--- src/rtl/alu_negsel_pkg.sv ---
`timescale 1ns/1ps
package alu_negsel_pkg;

    // Result selector carried in the low two bits of the operation code.
    typedef enum logic [1:0] {
        SEL_AND  = 2'b00,
        SEL_OR   = 2'b01,
        SEL_SUM  = 2'b10,
        SEL_LESS = 2'b11
    } alu_sel_e;

    // Operation code split into its two fields.
    typedef struct packed {
        logic     bneg;
        alu_sel_e sel;
    } alu_ctrl_t;

    localparam int CTRL_W = 3;

endpackage

--- src/rtl/alu_logic_unit.sv ---
`timescale 1ns/1ps
module alu_logic_unit #(
    parameter int W = 32
) (
    input  logic [W-1:0] a_i,
    input  logic [W-1:0] bx_i,
    output logic [W-1:0] and_o,
    output logic [W-1:0] or_o
);
    // One slice per bit, both gates fed by the conditionally inverted B.
    for (genvar i = 0; i < W; i++) begin : g_slice
        assign and_o[i] = a_i[i] & bx_i[i];
        assign or_o[i]  = a_i[i] | bx_i[i];
    end
endmodule

--- src/rtl/alu_adder.sv ---
`timescale 1ns/1ps
module alu_adder #(
    parameter int W = 32
) (
    input  logic [W-1:0] a_i,
    input  logic [W-1:0] bx_i,
    input  logic         cin_i,
    output logic [W-1:0] sum_o,
    output logic         ovf_o
);
    localparam int LOW_W = W - 1;

    logic         c_msb_in;
    logic         c_out;
    logic [LOW_W-1:0] low_sum;

    // Carry into the sign position, from the low W-1 bits alone.
    assign {c_msb_in, low_sum} = {1'b0, a_i[LOW_W-1:0]} + {1'b0, bx_i[LOW_W-1:0]}
                                 + {{LOW_W{1'b0}}, cin_i};
    // Full-width sum with its carry-out.
    assign {c_out, sum_o} = {1'b0, a_i} + {1'b0, bx_i} + {{W{1'b0}}, cin_i};

    // Signed overflow: carry into and out of the sign bit disagree.
    assign ovf_o = c_msb_in ^ c_out;

    always_comb begin
        assert_low_bits_R3: assert (low_sum == sum_o[LOW_W-1:0])
            else $error("adder low part disagrees with full sum");
    end
endmodule

--- src/rtl/alu_less_unit.sv ---
`timescale 1ns/1ps
module alu_less_unit #(
    parameter int W = 32
) (
    input  logic [W-1:0] sum_i,
    input  logic         ovf_i,
    output logic [W-1:0] less_o
);
    logic less_bit;

    // Sign of the exact sum: raw sign bit corrected by overflow.
    assign less_bit = sum_i[W-1] ^ ovf_i;
    assign less_o   = {{(W-1){1'b0}}, less_bit};
endmodule

--- src/rtl/alu_result_mux.sv ---
`timescale 1ns/1ps
module alu_result_mux
    import alu_negsel_pkg::*;
#(
    parameter int W = 32
) (
    input  alu_sel_e     sel_i,
    input  logic [W-1:0] and_i,
    input  logic [W-1:0] or_i,
    input  logic [W-1:0] sum_i,
    input  logic [W-1:0] less_i,
    output logic [W-1:0] result_o,
    output logic         zero_o
);
    always_comb begin
        unique case (sel_i)
            SEL_AND:  result_o = and_i;
            SEL_OR:   result_o = or_i;
            SEL_SUM:  result_o = sum_i;
            SEL_LESS: result_o = less_i;
            default:  result_o = '0;
        endcase
    end

    assign zero_o = ~|result_o;

    always_comb begin
        assert_slt_upper_R5: assert (sel_i != SEL_LESS || result_o[W-1:1] == '0)
            else $error("less-than result has upper bits set");
    end
endmodule

--- src/rtl/alu_negsel.sv ---
`timescale 1ns/1ps
module alu_negsel
    import alu_negsel_pkg::*;
#(
    parameter int W = 32
) (
    input  logic [W-1:0]      a_i,
    input  logic [W-1:0]      b_i,
    input  logic [CTRL_W-1:0] ctrl_i,
    output logic [W-1:0]      result_o,
    output logic              zero_o
);
    alu_ctrl_t    ctrl;
    logic [W-1:0] bx;
    logic [W-1:0] and_v, or_v, sum_v, less_v;
    logic         ovf;

    assign ctrl = alu_ctrl_t'(ctrl_i);
    // Bit 2 inverts B for every leg; it is also the adder carry-in.
    assign bx   = ctrl.bneg ? ~b_i : b_i;

    alu_logic_unit #(.W(W)) u_logic (
        .a_i (a_i), .bx_i (bx), .and_o (and_v), .or_o (or_v)
    );

    alu_adder #(.W(W)) u_adder (
        .a_i (a_i), .bx_i (bx), .cin_i (ctrl.bneg), .sum_o (sum_v), .ovf_o (ovf)
    );

    alu_less_unit #(.W(W)) u_less (
        .sum_i (sum_v), .ovf_i (ovf), .less_o (less_v)
    );

    alu_result_mux #(.W(W)) u_mux (
        .sel_i (ctrl.sel), .and_i (and_v), .or_i (or_v), .sum_i (sum_v),
        .less_i (less_v), .result_o (result_o), .zero_o (zero_o)
    );

    always_comb begin
        assert_and_R1: assert (ctrl_i != 3'b000 || result_o == (a_i & b_i))
            else $error("AND result wrong");
        assert_or_R2: assert (ctrl_i != 3'b001 || result_o == (a_i | b_i))
            else $error("OR result wrong");
        assert_add_R3: assert (ctrl_i != 3'b010 || result_o == a_i + b_i)
            else $error("add result wrong");
        assert_sub_R4: assert (ctrl_i != 3'b110 || result_o == a_i - b_i)
            else $error("subtract result wrong");
        assert_slt_R5: assert (ctrl_i != 3'b111 || result_o[0] == ($signed(a_i) < $signed(b_i)))
            else $error("signed less-than wrong");
        assert_zero_R6: assert (!zero_o || result_o == '0)
            else $error("zero flag set with nonzero result");
        assert_eq_sub_R6: assert (ctrl_i != 3'b110 || zero_o == (a_i == b_i))
            else $error("zero flag does not track equality on subtract");
        assert_andn_R7: assert (ctrl_i != 3'b100 || result_o == (a_i & ~b_i))
            else $error("AND-NOT result wrong");
    end
endmodule

--- config.mk ---
export PLATFORM = sky130hd
export DESIGN_NAME = alu_negsel
export DESIGN_NICKNAME = d
export VERILOG_FILES = /design/src/rtl/alu_negsel_pkg.sv /design/src/rtl/alu_logic_unit.sv /design/src/rtl/alu_adder.sv /design/src/rtl/alu_less_unit.sv /design/src/rtl/alu_result_mux.sv /design/src/rtl/alu_negsel.sv
export SDC_FILE = /design/constraint.sdc
export NUM_CORES = 1
export LEC_CHECK = 0
export ABC_AREA = 0
export CAP_MARGIN = 10
export CORE_AREA = 8 8 105 107
export DETAILED_ROUTE_END_ITERATION = 8
export DIE_AREA = 0 0 113 115
export PLACE_DENSITY_LB_ADDON = 0.3
export SLEW_MARGIN = 25
export SYNTH_ARGS = -nofsm -noshare
export SYNTH_HDL_FRONTEND = slang
export SYNTH_SLANG_ARGS = --single-unit
--- constraint.sdc ---
create_clock -name vclk -period 5.4
set_clock_uncertainty 0.2 [all_clocks]
set_input_delay 0.81 -clock vclk [all_inputs]
set_output_delay 0.81 -clock vclk [all_outputs]
set_load 0.01 [all_outputs]
==> metrics, run 1 <==
endpoint class of the critical path=output pin; CP Buf/Inv Count=5; Die W=113 um; Critical-path top delay cell=fa_2; fin crit period=~5.3 ns; Area Overhead vs Synth=73.3%; worst path cell trace=buf_2, buf_12, mux2_4, fa_2, a21o_1, a221oi_2, buf_4, buf_4, o21bai_1, a31oi_1, xor2_1, o22ai_1, nor3_1, and4b_1, nand4_1, nor4_2, buf_2; endpoints failing hold=0; Relative slew margins=33.9%; Initial Util=a little under two fifths; slowest stage delay, CP=around 0.38 ns; Final setup viols=0; initial antenna violation count=0; Tot GR Track Use=20.2%; Final Non-Filler Cells=about 900; Synth Cell Area=~0.0036 mm^2; sequential cell area fraction in the yosys report=0%; Die H=between 100 and 150 um; first-pass GRT wire length=about 22000 um; Routed Antenna Nets=0; MaxCap Viol Count=0; Critical Path Start=ctrl_i[2]; post-detail-place hpwl=between 10000 and 15000 um; Final Worst Setup Slack=roughly 0.12 ns; Max Slew Vio Count=0; Worst-Margin Slew=approximately 0.99 ns; yosys warns=0; startpoint types=primary input; syn_nets=around 680; final hold slack=2.40 ns; overall power=957 uW; n_diodes=0; Worst path top cell family by delay=compound AO/OA/AOI/OAI gates; Post-Route WL=around 14000 um; FFs & Latches=0; dpl cells=882; nets@finish=slightly above 900; Crit Path Max Fanout=15; Setup CP Type=primary input to output pin; Tcrit/Tclk final=between 90% and 100%; Finished Cell Area=0.00629 mm^2; layout cell share with drive strength beyond 1=~29%; register area=0 um^2; Crit path arrival time=4.27 ns; total number of vias=roughly 4800; Unique masters post-synth=63; PD cells=between 150 and 200 mW/mm^2; Core ar.=between 0.009 and 0.01 mm^2; IO Count=100; fmax=between 0.15 and 0.2 GHz; vias in the first global route=4806; total die area=0.0130 mm^2; Post-Place Worst Slack=-0.473 ns; largest net degree at the start of global routing=18; site row count=36; Leakage=between 0.003 and 0.004 uW; dpl cell area=around 0.0058 mm^2; WL per Instance=15.7 um; Layout clock buffers=0; DRC Markers=0; initial DRC count=257; TritonRoute pass-1 iters=5; min-delay src=a_i[1]; Via density=~5.3; total global routing overflow=0; Avg Cell Area, Syn=about 6.7 um^2; run status=completed; IO buf count=100; Hold WC Path Type=primary input to output pin; cells after synthesis=about 540; required time of the critical path=roughly 4.4 ns; VDD IR-drop max=0.0000791 V; routability cong.=between 0.9 and 1
[report_power, final]
group / switching, uW / internal, uW / total, uW
combinational: 449 / 508 / 957
sequential: 0 / 0 / 0
clock: 0 / 0 / 0
[per-layer routing]
layer | up-vias | routed length [um] | part of all wire, % | GRT usage, %
met5 | - | 0 | 0 | 0
li1 | 2369 | - | - | -
met1 | 2201 | 5930 | 42 | 24.1
met2 | 157 | 6960 | 50 | 37.2
met3 | 25 | 888 | 6.3 | 3.31
met4 | 0 | 271 | 1.9 | 4.35
[cells in the mapped netlist, types with 3 or more instances]
master,number,share of area [%]
a211o_1,5,1.2
a211oi_1,3,0.62
a21o_1,17,3.5
a21oi_1,32,4.4
a31oi_1,10,1.7
a41oi_1,3,0.72
and2_1,3,0.52
and3_1,4,0.69
and4_1,3,0.72
clkbuf_1,25,2.6
ha_1,64,22
inv_1,74,7.7
mux2i_1,11,3.0
nand2_1,45,4.7
nand2b_1,6,1.0
nand3_1,10,1.4
nand3b_1,3,0.62
nand4_1,9,1.6
nor2_1,44,4.6
nor3_1,8,1.1
nor3b_1,8,1.7
nor4_1,4,0.69
o211ai_1,4,0.83
o21a_1,4,0.83
o21ai_0,32,4.4
o21bai_1,3,0.62
o221ai_1,4,0.97
o22ai_1,7,1.2
o2bb2ai_1,3,0.72
o32ai_1,3,0.72
or3_1,3,0.52
xnor2_1,10,2.4
xor2_1,43,10
[cells by family after synthesis]
kind of cell | after synthesis | synth area share, %
AOI/OAI and AO/OA | 147 | 27.0
xor gates and xnor gates | 53 | 12.8
adders and majority gates | 65 | 22.6
buffers and inverters | 103 | 10.9
muxes | 12 | 3.34
and+or+nand+nor | 164 | 23.3
[cell usage in the layout, fill, tap and decap left out, types with 5 or more instances in the layout]
cell,instances
buf_4,163
ha_1,52
nor2_1,44
clkdlybuf4s50_1,87
a31oi_1,8
xor2_2,5
nand2_1,45
nor3b_1,8
nand3_1,9
nand2b_1,6
inv_1,74
a21oi_2,5
a21o_1,17
ha_4,9
xnor2_1,10
a211o_1,5
o21ai_0,28
nor3_1,6
mux2i_1,11
o22ai_1,7
xor2_1,38
a21oi_1,25
dlymetal6s2s_1,9
nand4_1,9
[through the flow]
stage	util [%]	TNS, ns
after floorplan	-	0
after global placement	61.6	-1.10
after detailed placement	61.6	-1.04
after CTS	61.9	0
after global routing	66.5	-0.0162
final	66.5	0
[layout make-up]
type	count	area, um^2
timing repair buffer	267	2300
multi-input combinational	441	3570
tap	114	143
inverter	74	278
fill	810	3170
[final timing paths]
path / end / cells after the start
worst max-delay path: zero_o / 17
worst min-delay path: result_o[1] / 5
[repair_timing]
action | in CTS | in global routing
cloned | 0 | 0
gates resized for setup | 13 | 61
setup buffers | 1 | 13
pin swaps | 7 | 37
endpoints found under the setup margin | 4 | 10
endpoints found under the hold margin | 0 | 0
hold buffers | 0 | 0
Note: power is estimated with default switching activity, not from simulation.
==> run 2: changes to the inputs <==
Settings changed: SLEW_MARGIN 25 to 20, TNS_END_PERCENT from default to 20.
Clock period 5.4 ns to 4.85 ns, I/O delays scaled along.
==> metrics, run 2 (same netlist as run 1, synthesis figures left out) <==
run status=finished, violations left; failing checks=setup timing; Via density=5.48; endpoints failing hold=0; Crit Path Max Fanout=5; Final setup viols=2; RSZ-0062 raised after global routing=yes; dpl cells=916; vias in the first global route=approximately 5400; VDD IR-drop max=0.000107 V; TritonRoute pass-1 iters=6; Die W=approximately 110 um; MaxCap Viol Count=0; register area=0 um^2; total die area=0.0130 mm^2; first-pass GRT wire length=~26000 um; initial antenna violation count=0; Layout clock buffers=0; Critical-path top delay cell=clkdlybuf4s50_1; Tcrit/Tclk final=103%; initial DRC count=around 310; Relative slew margins=between 60% and 70%; IO buf count=100; Tot GR Track Use=24.0%; most frequent CP cell=buf_4; n_diodes=0; Post-Route WL=roughly 17000 um; Final Non-Filler Cells=960; total global routing overflow=0; Final Util=76.2%; Area Overhead vs Synth=98.6%; DRC Markers=0; largest net degree at the start of global routing=18; Worst path top cell family by delay=buffers and inverters; commonest non-fill, non-tap cell in the layout=buf_4; required time of the critical path=3.92 ns; slowest stage delay, CP=between 0.5 and 0.6 ns; final hold slack=~2.3 ns; layout cell share with drive strength beyond 1=a little over two fifths; worst path cell trace=buf_12, xor2_2, inv_2, ha_4, buf_4, buf_4, and2_1, a22oi_2, buf_4, a21oi_1, or3b_4, buf_4, a211oi_2, xnor2_1, buf_4, a21o_1, clkdlybuf4s50_1; Final Worst Setup Slack=-0.137 ns; post-detail-place hpwl=about 12000 um; Setup CP Type=primary input to output pin; leading cell types in the layout, fill and taps excluded=219 x buf_4, 66 x clkdlybuf4s50_1, 63 x inv_1, 44 x nand2_1, 41 x ha_1; routability cong.=~0.99; endpoint class of the critical path=output pin; CTS Hold Bufs=0; site row count=36; fin crit period=4.99 ns; Worst-Margin Slew=around 0.47 ns; Initial Util=38.4%; Max Slew Vio Count=0; total number of vias=approximately 5300; Filler Cells Inserted=approximately 670; WL per Instance=between 15 and 20 um; IO Count=100; area of the multi-input gates=between 0.003 and 0.004 mm^2; startpoint types=primary input; Crit path arrival time=a little over 4 ns; FFs & Latches=0; Core ar.=0.00946 mm^2; PD cells=175 mW/mm^2; nets@finish=a little under 1000; Hold WC Path Type=primary input to output pin; Routed Antenna Nets=0; Leakage=approximately 0.0036 uW; fmax=0.201 GHz; Die H=~120 um; CP Buf/Inv Count=8
==> run 2: cell count changes in the layout (fill, tap and decap cells not counted), sizes merged <==
cell / before / now
buf: 169 / 240
dlygate4sd2: 2 / 17
clkbuf: 0 / 1
clkdlybuf4s50: 87 / 66
dlymetal6s2s: 9 / 3
clkdlybuf4s15: 0 / 4
==> run 2: routing by layer <==
layer  vias up  part of all wire (%)  GRT usage (%)
met4         0                   1.8           4.17
met2       236                    52           46.6
met3        35                   6.4           2.99
met1      2503                    40           27.7
met5         -                     0              0
li1       2491                     -              -
==> run 2: per-stage QoR <==
step,worst slack [ns],power (uW),area (um^2),setup TNS (ns)
after floorplan,0.000175,480,3660,0
after global placement,-0.923,992,6100,-4.79
after detailed placement,-0.944,1010,6100,-5.47
after CTS,-0.124,1160,6870,-0.124
after global routing,-0.260,1340,7210,-0.677
final,-0.137,1260,7210,-0.261
==> run 2: power by group <==
| group | internal (uW) | switching, uW | leakage [uW] |
|---|---|---|---|
| Combinational | 675 | 586 | 0.00356 |
| Sequential | 0 | 0 | 0 |
| Clock | 0 | 0 | 0 |
==> run 2: layout make-up <==
cell class	instances	share of cell area [%]
inverters	74	3.85
multi-input cells	441	55.0
well taps	114	1.98
repair buffers	331	39.1
==> run 2: repair_timing <==
action,CTS,global route
resized for setup,143,62
endpoints found under the setup margin,21,15
pin swaps,75,37
cloned,1,0
setup buffers,35,9
==> run 2: worst paths after layout <==
check,startpoint,endpoint,slack (ns),cells past startpoint
worst max-delay path,ctrl_i[2],result_o[23],-0.14,17
worst min-delay path,a_i[31],result_o[31],2.29,6
==> run 3: changes to the inputs <==
Settings changed: ABC_AREA 0 to 1, CORE_AREA 8 8 105 107 to 8 8 111 113, DIE_AREA 0 0 113 115 to 0 0 119 121.
==> metrics, run 3 <==
initial DRC count=around 250; IO buf count=100; site row count=38; Area Overhead vs Synth=37.1%; largest net degree at the start of global routing=22; n_diodes=0; grt met1 use=about a quarter; WL per Instance=~12 um; Crit path arrival time=between 3 and 4 ns; required time of the critical path=a little under 4 ns; Die W=~120 um; Crit Path Max Fanout=5; commonest non-fill, non-tap cell in the layout=nand2_1; endpoint class of the critical path=output pin; IO Count=100; initial antenna violation count=0; vias in the first global route=between 4000 and 5000; nets@finish=~1100; Setup TNS Final=0 ns; most frequent cell after synthesis=nand2_1; Setup CP Type=primary input to output pin; Unique masters post-synth=34; Critical-path top delay cell=clkdlybuf4s50_1; FFs & Latches=0; final hold slack=approximately 2.2 ns; Layout clock buffers=0; syn_nets=between 900 and 1000; Post-Route WL=between 10000 and 15000 um; slowest stage delay, CP=0.50 ns; leading cell types in the layout, fill and taps excluded=241 x nand2_1, 189 x inv_1, 98 x clkdlybuf4s50_1, 68 x nor2_1, 63 x ha_1; Avg Cell Area, Syn=around 5.2 um^2; Leakage=between 0.003 and 0.004 uW; layout cell share with drive strength beyond 1=under 10%; run status=completed; yosys warns=0; Initial Util=38.6%; largest area contributor in the netlist=nand2_1; PD cells=about 150 mW/mm^2; total global routing overflow=0; largest cells by area after synthesis=nand2_1 22%, ha_1 20%, inv_1 17%; GR Layer Usage met3=1.49%; cells after synthesis=approximately 800; Core ar.=around 0.011 mm^2; Worst-Margin Slew=~0.4 ns; Tot GR Track Use=between 15 and 20%; RSZ-0062 raised after global routing=no; Relative slew margins=approximately three quarters; MaxCap Viol Count=0; fmax=~0.23 GHz; sequential cell area fraction in the yosys report=0%; Filler Cells Inserted=about 1200; grt peak-use layer=met2; worst path cell trace=clkdlybuf4s50_1, xnor2_2, inv_1, fa_1, nand2_1, nand2_1, nand3_1, nand2_2, nand3_1, nand4_1, nand3_1, nand3_1, nor2_1, nand2_1, nor2_2, nand2_1, nor2_1, dlymetal6s2s_1; Via density=between 4 and 5; CTS Hold Bufs=0; post-synth top area share=22.1%; GRT met2 Usage=31.3%; Routed Antenna Nets=0; endpoints failing hold=0; routability cong.=~0.94; Tcrit/Tclk final=about nine tenths; Hold WC Path Type=primary input to output pin; total number of vias=approximately 5000; first-pass GRT wire length=22300 um; Die H=~120 um; startpoint types=primary input; Max Slew Vio Count=0; total die area=about 0.014 mm^2; Synth Cell Area=slightly above 0.004 mm^2; VDD IR-drop max=approximately 0.000068 V; register area=0 um^2; post-detail-place hpwl=11600 um; Final setup viols=0; fin crit period=between 4 and 5 ns; synth cell count leaders=241 x nand2_1, 189 x inv_1, 70 x nor2_1; Final Util=52.9%; DRC Markers=0; TritonRoute pass-1 iters=5
==> run 3: changes by cell type in the layout (fill, tap and decap cells not counted), sizes merged, moves of 9 or more <==
cell | before | now
a31oi | 10 | 0
xnor2 | 10 | 32
dlygate4sd2 | 17 | 0
nand3 | 10 | 55
xor2 | 43 | 0
buf | 240 | 46
a21o | 17 | 0
or2 | 0 | 12
nand2 | 46 | 251
mux2i | 11 | 0
clkdlybuf4s50 | 66 | 98
o21ai | 32 | 23
inv | 74 | 191
nor2 | 44 | 74
==> run 3: kinds of logic after synthesis <==
group	count (synthesis)	share of synthesized area [%]
adder cells (fa/ha/maj)	65	20.1
XOR/XNOR	32	6.85
AO/OA/AOI/OAI	77	10.7
AND/OR/NAND/NOR	416	43.5
buffers and inverters	204	18.9
==> run 3: final cells by class <==
type / instances / area (um^2) / area share, %
inverters: 193 / 724 / 12.9
multi-input cells: 590 / 3350 / 59.7
well taps: 140 / 175 / 3.12
repair buffers: 145 / 1360 / 24.3
==> run 3: per-layer routing <==
| metal | vias to the layer above | share of wire, % |
|---|---|---|
| met5 | - | 0 |
| met4 | 0 | 0.49 |
| met3 | 4 | 5.1 |
| met2 | 123 | 46 |
| met1 | 2180 | 49 |
| li1 | 2690 | - |
==> run 3: stage by stage <==
| step | area (um^2) | setup slack (ns) | total power [uW] | std cells |
|---|---|---|---|---|
| floorplan | 4090 | 0.632 | 481 | 794 |
| detailed placement | 5580 | -0.0259 | 809 | 1068 |
| CTS | 5580 | 0.0217 | 815 | 1068 |
| global route | 5610 | 0.151 | 922 | 1068 |
| global placement | 5580 | -0.0454 | 807 | 1068 |
| finish | 5610 | 0.412 | 819 | 1068 |
==> run 3: power breakdown <==
part | leakage (uW) | switching, uW | internal, uW
Sequential | 0 | 0 | 0
Clock | 0 | 0 | 0
Combinational | 0.00323 | 456 | 362
Total | 0.00323 | 456 | 362
==> run 3: final timing paths <==
check	from	endpoint	slack, ns	depth (start not counted)
worst min-delay path	ctrl_i[2]	zero_o	2.16	9
worst max-delay path	b_i[1]	zero_o	0.41	18
==> run 3: critical path, delay by kind of cell <==
family        cells  cell delay, ns
xor+xnor          1            0.12
fa+ha+maj         1            0.42
buf+inv           3            0.77
simple gates     13            1.47
==> run 3: what timing repair did <==
action / CTS / global route
buffers inserted: 0 / 0
gates resized for setup: 2 / 7
endpoints found under the setup margin: 1 / 1
